[src/rtl/fma_pkg.sv]
package fma_pkg;

    typedef enum logic [2:0] {
        CL_ZERO,
        CL_DNORM,
        CL_NORM,
        CL_INF,
        CL_QNAN,
        CL_SNAN
    } op_class_e;

    typedef enum logic [2:0] {
        RL_NONE,
        RL_NAN_PASS,
        RL_NAN_QUIET,
        RL_INVALID,
        RL_INF_PROD,
        RL_TAKE_Z,
        RL_ZERO_RM
    } res_rule_e;

    localparam logic [1:0] RM_NEAREST = 2'b00;
    localparam logic [1:0] RM_TOZERO  = 2'b01;
    localparam logic [1:0] RM_UP      = 2'b10;
    localparam logic [1:0] RM_DOWN    = 2'b11;

    localparam int N_OPS = 3;
    localparam int IDX_Z = 0;
    localparam int IDX_X = 1;
    localparam int IDX_Y = 2;

endpackage

[src/rtl/fma_op_classify.sv]
module fma_op_classify
    import fma_pkg::*;
#(
    parameter int EXP_W  = 8,
    parameter int FRAC_W = 23
) (
    input  logic [EXP_W+FRAC_W:0] operand,
    output op_class_e             cls,
    output logic                  sign
);
    localparam int FP_W = EXP_W + FRAC_W + 1;

    logic [EXP_W-1:0]  exp_f;
    logic [FRAC_W-1:0] frac_f;

    assign sign   = operand[FP_W-1];
    assign exp_f  = operand[FP_W-2 -: EXP_W];
    assign frac_f = operand[FRAC_W-1:0];

    always_comb begin
        if (exp_f == '0) begin
            cls = (frac_f == '0) ? CL_ZERO : CL_DNORM;
        end else if (exp_f == '1) begin
            if (frac_f == '0)
                cls = CL_INF;
            else if (frac_f[FRAC_W-1])
                cls = CL_QNAN;
            else
                cls = CL_SNAN;
        end else begin
            cls = CL_NORM;
        end
    end
endmodule

[src/rtl/fma_nan_select.sv]
module fma_nan_select
    import fma_pkg::*;
#(
    parameter int EXP_W  = 8,
    parameter int FRAC_W = 23
) (
    input  logic [EXP_W+FRAC_W:0] ops [N_OPS],
    input  op_class_e             cls [N_OPS],
    output logic                  nan_any,
    output logic                  nan_sig,
    output logic [EXP_W+FRAC_W:0] nan_val
);
    localparam int FP_W = EXP_W + FRAC_W + 1;

    logic [N_OPS-1:0] is_s;
    logic [N_OPS-1:0] is_q;

    for (genvar g = 0; g < N_OPS; g++) begin : g_flag
        assign is_s[g] = (cls[g] == CL_SNAN);
        assign is_q[g] = (cls[g] == CL_QNAN);
    end

    // lowest index wins: z, then x, then y; signalling group first
    always_comb begin
        nan_any = 1'b0;
        nan_sig = 1'b0;
        nan_val = '0;
        for (int i = N_OPS - 1; i >= 0; i--) begin
            if (is_q[i]) begin
                nan_any = 1'b1;
                nan_val = ops[i];
            end
        end
        for (int i = N_OPS - 1; i >= 0; i--) begin
            if (is_s[i]) begin
                nan_any = 1'b1;
                nan_sig = 1'b1;
                nan_val = ops[i] | (FP_W'(1) << (FRAC_W - 1));
            end
        end
    end
endmodule

[src/rtl/fma_special_rules.sv]
module fma_special_rules
    import fma_pkg::*;
(
    input  op_class_e cls_z,
    input  op_class_e cls_x,
    input  op_class_e cls_y,
    input  logic      sgn_z,
    input  logic      sgn_x,
    input  logic      sgn_y,
    input  logic      neg_prod,
    input  logic      nan_any,
    input  logic      nan_sig,
    output res_rule_e rule,
    output logic      prod_sign
);
    logic x_zero, y_zero, x_inf, y_inf;
    logic prod_zero, prod_inf, z_inf, z_zero;

    assign prod_sign = sgn_x ^ sgn_y ^ neg_prod;
    assign x_zero    = (cls_x == CL_ZERO);
    assign y_zero    = (cls_y == CL_ZERO);
    assign x_inf     = (cls_x == CL_INF);
    assign y_inf     = (cls_y == CL_INF);
    assign prod_zero = x_zero | y_zero;
    assign prod_inf  = x_inf | y_inf;
    assign z_inf     = (cls_z == CL_INF);
    assign z_zero    = (cls_z == CL_ZERO);

    always_comb begin
        if (nan_any)
            rule = nan_sig ? RL_NAN_QUIET : RL_NAN_PASS;
        else if (prod_inf && prod_zero)
            rule = RL_INVALID;
        else if (prod_inf)
            rule = (z_inf && (sgn_z != prod_sign)) ? RL_INVALID : RL_INF_PROD;
        else if (prod_zero) begin
            if (z_zero && (sgn_z != prod_sign))
                rule = RL_ZERO_RM;
            else
                rule = RL_TAKE_Z;
        end else if (z_inf)
            rule = RL_TAKE_Z;
        else
            rule = RL_NONE;
    end
endmodule

[src/rtl/fma_special_resolver.sv]
module fma_special_resolver
    import fma_pkg::*;
#(
    parameter int EXP_W  = 8,
    parameter int FRAC_W = 23
) (
    input  logic [EXP_W+FRAC_W:0] op_z,
    input  logic [EXP_W+FRAC_W:0] op_x,
    input  logic [EXP_W+FRAC_W:0] op_y,
    input  logic                  neg_prod,
    input  logic [1:0]            rnd_mode,
    output logic                  decided,
    output logic [EXP_W+FRAC_W:0] spec_result,
    output logic                  invalid_op
);
    localparam int FP_W = EXP_W + FRAC_W + 1;
    localparam logic [FP_W-1:0] DEFAULT_NAN =
        {1'b0, {EXP_W{1'b1}}, 1'b1, {(FRAC_W-1){1'b0}}};
    localparam logic [FP_W-1:0] POS_INF = {1'b0, {EXP_W{1'b1}}, {FRAC_W{1'b0}}};

    logic [FP_W-1:0] ops [N_OPS];
    op_class_e       cls [N_OPS];
    logic [N_OPS-1:0] sgn;

    assign ops[IDX_Z] = op_z;
    assign ops[IDX_X] = op_x;
    assign ops[IDX_Y] = op_y;

    for (genvar g = 0; g < N_OPS; g++) begin : g_cls
        fma_op_classify #(.EXP_W(EXP_W), .FRAC_W(FRAC_W)) i_cls (
            .operand (ops[g]),
            .cls     (cls[g]),
            .sign    (sgn[g])
        );
    end

    logic            nan_any, nan_sig;
    logic [FP_W-1:0] nan_val;

    fma_nan_select #(.EXP_W(EXP_W), .FRAC_W(FRAC_W)) i_nan (
        .ops     (ops),
        .cls     (cls),
        .nan_any (nan_any),
        .nan_sig (nan_sig),
        .nan_val (nan_val)
    );

    res_rule_e rule;
    logic      prod_sign;

    fma_special_rules i_rules (
        .cls_z     (cls[IDX_Z]),
        .cls_x     (cls[IDX_X]),
        .cls_y     (cls[IDX_Y]),
        .sgn_z     (sgn[IDX_Z]),
        .sgn_x     (sgn[IDX_X]),
        .sgn_y     (sgn[IDX_Y]),
        .neg_prod  (neg_prod),
        .nan_any   (nan_any),
        .nan_sig   (nan_sig),
        .rule      (rule),
        .prod_sign (prod_sign)
    );

    always_comb begin
        decided     = 1'b1;
        invalid_op  = 1'b0;
        spec_result = '0;
        unique case (rule)
            RL_NONE: begin
                decided = 1'b0;
            end
            RL_NAN_PASS: begin
                spec_result = nan_val;
            end
            RL_NAN_QUIET: begin
                spec_result = nan_val;
                invalid_op  = 1'b1;
            end
            RL_INVALID: begin
                spec_result = DEFAULT_NAN;
                invalid_op  = 1'b1;
            end
            RL_INF_PROD: begin
                spec_result = POS_INF | {prod_sign, {(FP_W-1){1'b0}}};
            end
            RL_TAKE_Z: begin
                spec_result = op_z;
            end
            RL_ZERO_RM: begin
                spec_result = {(rnd_mode == RM_DOWN), {(FP_W-1){1'b0}}};
            end
            default: begin
                decided = 1'b0;
            end
        endcase
    end
endmodule

[config.mk]
export PLATFORM = sky130hd
export DESIGN_NAME = fma_special_resolver
export DESIGN_NICKNAME = d
export VERILOG_FILES = /design/src/rtl/fma_pkg.sv /design/src/rtl/fma_op_classify.sv /design/src/rtl/fma_nan_select.sv /design/src/rtl/fma_special_rules.sv /design/src/rtl/fma_special_resolver.sv
export SDC_FILE = /design/constraint.sdc
export NUM_CORES = 1
export LEC_CHECK = 0
export CORE_ASPECT_RATIO = 0.7
export CORE_MARGIN = 2
export CORE_UTILIZATION = 30
export DETAILED_ROUTE_END_ITERATION = 8
export GPL_ROUTABILITY_DRIVEN = 0
export GPL_TIMING_DRIVEN = 0
export PLACE_DENSITY_LB_ADDON = 0.1
export SLEW_MARGIN = 15
export SYNTH_ARGS = -nofsm -noshare
export SYNTH_HDL_FRONTEND = slang
export SYNTH_SLANG_ARGS = --single-unit
[constraint.sdc]
create_clock -name vclk -period 7.6
set_input_delay 1.52 -clock vclk [all_inputs]
set_output_delay 1.52 -clock vclk [all_outputs]
set_load 0.1 [all_outputs]
==> results of run 1 <==
## cell usage after synthesis, types with 2 or more instances
| cell | n | share of area, % |
|---|---|---|
| nor3_1 | 12 | 3.7 |
| a21oi_1 | 5 | 1.5 |
| nand2_1 | 29 | 6.7 |
| nor2_1 | 32 | 7.4 |
| and4_2 | 2 | 1.2 |
| nand4_1 | 7 | 2.7 |
| a221o_2 | 16 | 11 |
| nor4_1 | 22 | 8.5 |
| nand2b_1 | 3 | 1.2 |
| a31oi_1 | 20 | 7.7 |
| o21a_1 | 3 | 1.4 |
| o221ai_1 | 2 | 1.1 |
| o31a_1 | 2 | 1.1 |
| a21o_1 | 3 | 1.4 |
| clkbuf_1 | 13 | 3.0 |
| a21o_2 | 8 | 4.3 |
| inv_1 | 5 | 1.2 |
| nand3_1 | 4 | 1.2 |
| o21ai_0 | 3 | 0.93 |
| or2_2 | 2 | 0.77 |
| buf_6 | 5 | 3.5 |
| o221a_2 | 19 | 13 |
| a221o_1 | 4 | 2.5 |
## report_power, final
| group | switching [mW] | internal, mW |
|---|---|---|
| clock | 0 | 0 |
| combinational | 0.0373 | 0.0539 |
| sequential | 0 | 0 |
## stage by stage
stage / instance area (um2) / total power, mW / util (%) / setup slack [ps] / hold slack, ps
2_1_floorplan: 1620 / 0.0204 / - / 1030 / 3400
3_3_place_gp: 3040 / 0.0895 / 58.2 / 276 / 4620
3_5_place_dp: 3040 / 0.0901 / 58.2 / 306 / 4610
4_1_cts: 3040 / 0.0904 / 58.2 / 296 / 4620
5_1_grt: 3040 / 0.0957 / 58.2 / 123 / 4650
6_report: 3040 / 0.0912 / 58.2 / 275 / 4630
## area by class of cell
class | instances | area [um2]
multi-input cells | 216 | 1470
plain buffers | 21 | 133
fillers | 513 | 2190
repair buffers | 133 | 1330
well taps | 72 | 90.1
inverters | 5 | 18.8
## tightest hold or removal path, delay by kind of cell
| family | cells | cell delay, ps |
|---|---|---|
| compound gates | 1 | 190 |
| buf+inv | 2 | 1400 |
## routing by layer
layer	track usage (%)	part of all wire, %	up-vias
met4	2.05	0.48	0
met3	1.49	9.7	6
met1	41.8	48	1284
li1	-	-	1271
met5	0	0	-
met2	39.2	42	165
## cell families (layout without fill, tap and decap cells)
family	count (synthesis)	count (layout)
AOI/OAI and AO/OA	94	94
and+or+nand+nor	119	119
xor gates and xnor gates	2	2
buffers and inverters	26	159
muxes	1	1
## worst min path at each step
| stage | to | slack, ps | depth (start not counted) |
|---|---|---|---|
| final | spec_result[29] | 4630 | 3 |
| after global routing | spec_result[29] | 4650 | 3 |
| after CTS | spec_result[1] | 4620 | 3 |
| after detailed placement | spec_result[1] | 4610 | 3 |
| after global placement | spec_result[1] | 4620 | 3 |
| after floorplan | spec_result[23] | 3400 | 1 |
==> run metrics, run 1 <==
status=finished clean; Final TNS setup=0 ps; DRC errors left=0; crit path time final=7330 ps; unrepaired setup endpoints after global routing=no; delay-heaviest family, CP=buffers and inverters; die extent in y=around 66 um; critical path class=in2out; max-slew violation count=0; Synth Area in Compound Gates=about half; hpwl dp=roughly 6.7 mm; Ports=approximately 130; post-synthesis mux area share=less than 1%; Pwr Density=~30 nW/um2; Hold Vio Cnt, Final=0; Initial Utilization=roughly 31%; worst path bufs/invs=5; Worst Tran Pin Value=a little under 1000 ps; clock buffers=0; port bufs=~130; hold path start=op_z[29]; crit share post-route=between 90% and 100%; TritonRoute pass-1 iters=5; Synth-to-Final Area Change=87.7%; largest fanout on the critical path=10; Post-Layout Cell Count=447; initial antenna violation count=0; Vias/cell=6.10; Max Clock Freq=137 MHz; overflow left after global routing=0; WL per Instance=between 15 and 20 um; most common cell after layout, fill and taps aside=clkdlybuf4s50_1; final WL=8.11 mm; post-synthesis xor/xnor area fraction=between 1.5 and 2%; Leakage=between 1 and 1.5 nW; NumNets Final=~480; Crit-path slowest cell=clkdlybuf4s50_1; CP cell instances=clkdlybuf4s50_1 -> nor4_1 -> nand4_1 -> o21ba_1 -> buf_6 -> or4_4 -> buf_6 -> a211oi_4 -> or2_4 -> buf_6 -> o2bb2ai_1 -> clkdlybuf4s50_1; Synth Area in Adders=0%; Hold Crit Class=in2out; Required @ worst endpoint=between 6000 and 7000 ps; post-synthesis cell area=around 1600 um2; cts repair resizes=0; Ys Warns=0; Placed Cells=between 400 and 500; Worst setup startpoint=op_z[1]; post-synthesis cell type count=44; Simple-Gate Fraction of Synth Area=a little over a third; pin count of the biggest net entering global routing=11; Crit. path cell count=12; Core Region=~5200 um2; DRT iter0 DRCs=roughly 200; Die ar.=6020 um2; crit path to=spec_result[1]; Post-Syn Nets=between 300 and 400; Post-Syn Instances=approximately 240; Cell Rows=22; CP Launch Type=input port; sequential area share after synthesis=0%; critical path arrival=5810 ps; largest family of logic cells by synthesized area=compound AO/OA/AOI/OAI gates; # diodes=0; DRT antenna net count=0; syn avg cell area=between 6 and 7 um2; Die Span X=slightly above 90 um; commonest cells after routing, fill and taps aside=clkdlybuf4s50_1, nor2_1, nand2_1; Crit path largest cell delay=approximately 1200 ps; Slew headroom=around a third; Hold-fix buffers, CTS=0; first-pass GRT wire length=approximately 13 mm; vias in the first global route=approximately 2.4k; FF+latch count=0; gr usage total=about a quarter; CP endpoint kind=output pin; cell repeated most along the worst path=buf_6; storage element area=0 um2; final setup vio count=0; vias=between 2k and 3k; worst vdd ir=0.0152 mV; Max-Cap Viols=0; ratio of cells with drive above 1 in the final layout=between 15 and 20%; post-CTS setup buffers=0
Note: power is estimated with default switching activity, not from simulation.
==> run 2: changes to the inputs <==
--- a/config.mk
+++ b/config.mk
@@ -11,6 +11,7 @@
 export DETAILED_ROUTE_END_ITERATION = 8
 export GPL_ROUTABILITY_DRIVEN = 0
 export GPL_TIMING_DRIVEN = 0
+export MAX_ROUTING_LAYER = met4
 export PLACE_DENSITY_LB_ADDON = 0.1
 export SLEW_MARGIN = 15
 export SYNTH_ARGS = -nofsm -noshare
==> run metrics, run 2 (synthesis results as in run 1) <==
FF+latch count=0 (unchanged); Required @ worst endpoint=6080 ps (about the same); pin count of the biggest net entering global routing=11 (unchanged); hold path start=op_z[1]; # diodes=0 (unchanged); CP endpoint kind=output pin; hold path depth=3 (unchanged); most common cell after layout, fill and taps aside=clkdlybuf4s50_1; worst path bufs/invs=5 (unchanged); clock buffers=0 (unchanged); worst vdd ir=0.0152 mV (about the same); Crit path largest cell delay=1150 ps (about the same); Pwr Density=30.0 nW/um2 (about the same); port bufs=133 (unchanged); Core Region=5230 um2 (unchanged); Synth-to-Final Area Change=87.7% (unchanged); TritonRoute pass-1 iters=4 (-1); Hold Crit Class=in2out; storage element area=0 um2 (unchanged); Die Span X=91.9 um (unchanged); Die ar.=6020 um2 (unchanged); DRT iter0 DRCs=226 (+15%); Min-Delay Endpoint=spec_result[1]; hpwl dp=6.69 mm (unchanged); vias=2722 (-0.15%); final WL=8.14 mm (+0.39%); die extent in y=65.5 um (unchanged); Cell Rows=22 (unchanged); Max Clock Freq=137 MHz (+0.35%); crit share post-route=96.0% (-0.34 points); cts repair resizes=0 (unchanged); Crit. path cell count=12 (unchanged); pre-CTS WS=306 ps (unchanged); vias in the first global route=2454 (+0.62%); Max-Cap Viols=0 (unchanged); Crit-path slowest cell=clkdlybuf4s50_1; largest fanout on the critical path=10 (unchanged); Worst Tran Pin Value=998 ps (+9.61 ps); Slew headroom=33.3% (-0.64 points); first-pass GRT wire length=12.8 mm (-0.27%); Initial Utilization=31.0% (unchanged); commonest cells after routing, fill and taps aside=clkdlybuf4s50_1, nor2_1, nand2_1; Hold-fix buffers, CTS=0 (unchanged); critical path arrival=5780 ps (-30 ps); design area=3040 um2 (unchanged); initial antenna violation count=0 (unchanged); CP Launch Type=input port; placed inst area=3040 um2 (unchanged); cell repeated most along the worst path=buf_6; WL per Instance=18.2 um (+0.39%); final setup vio count=0 (unchanged); crit path time final=7300 ps (-25.8 ps); Hold Vio Cnt, Final=0 (unchanged); critical path class=in2out; Leakage=1.12 nW (unchanged); max-slew violation count=0 (unchanged); WHS=4620 ps (-14.5 ps); Vias/cell=6.09 (-0.15%); overflow left after global routing=0 (unchanged); post-CTS setup buffers=0 (unchanged); CP cell instances=clkdlybuf4s50_1 -> nor4_1 -> nand4_1 -> o21ba_1 -> buf_6 -> or4_4 -> buf_6 -> a211oi_4 -> or2_4 -> buf_6 -> a221o_1 -> clkdlybuf4s50_1; Ports=133 (unchanged); setup ws final=300 ps (+25.8 ps); unrepaired setup endpoints after global routing=no; NumNets Final=476 (unchanged); DRT antenna net count=0 (unchanged); delay-heaviest family, CP=buffers and inverters; gr usage total=26.7% (+0.61 points); DRC errors left=0 (unchanged); Final TNS setup=0 ps (unchanged); status=finished clean; ratio of cells with drive above 1 in the final layout=15.5% (unchanged)
==> run 2: cell counts in the layout (fill, tap and decap cells not counted) <==
No cell type changed its count.
==> run 2: worst max path at each step <==
stage	to	startpoint
2_1_floorplan	spec_result[31]	op_y[17]
3_3_place_gp	spec_result[5]	op_z[1]
3_5_place_dp	spec_result[5]	op_z[0]
4_1_cts	spec_result[5]	op_z[0]
5_1_grt	spec_result[5]	op_z[1]
6_report	spec_result[3]	op_z[0]
==> run 2: final cells by class <==
type / count / area, um2
buffer: 21 / 133
tap: 72 / 90.1
fill: 513 / 2190
timing repair buffer: 133 / 1330
multi-input combinational: 216 / 1470
inverter: 5 / 18.8
==> run 2: metrics by stage <==
stage          power, mW  util, %  instances
2_1_floorplan     0.0204        -        242
3_3_place_gp      0.0895     58.2        447
3_5_place_dp      0.0901     58.2        447
4_1_cts           0.0904     58.2        447
5_1_grt           0.0956     58.2        447
6_report          0.0912     58.2        447
==> run 2: layer usage <==
layer / vias to the layer above / track usage, % / part of all wire [%]
met5: - / - / 0
met4: 0 / 2.05 / 0.21
met3: 2 / 1.38 / 8.3
met2: 156 / 39.3 / 42
met1: 1289 / 41.5 / 49
li1: 1275 / - / -
==> run 2: power breakdown <==
part,switching [mW],internal [mW],leakage [nW]
clock,0,0,0
sequential,0,0,0
combinational,0.0374,0.0539,1.12
total,0.0374,0.0539,1.12
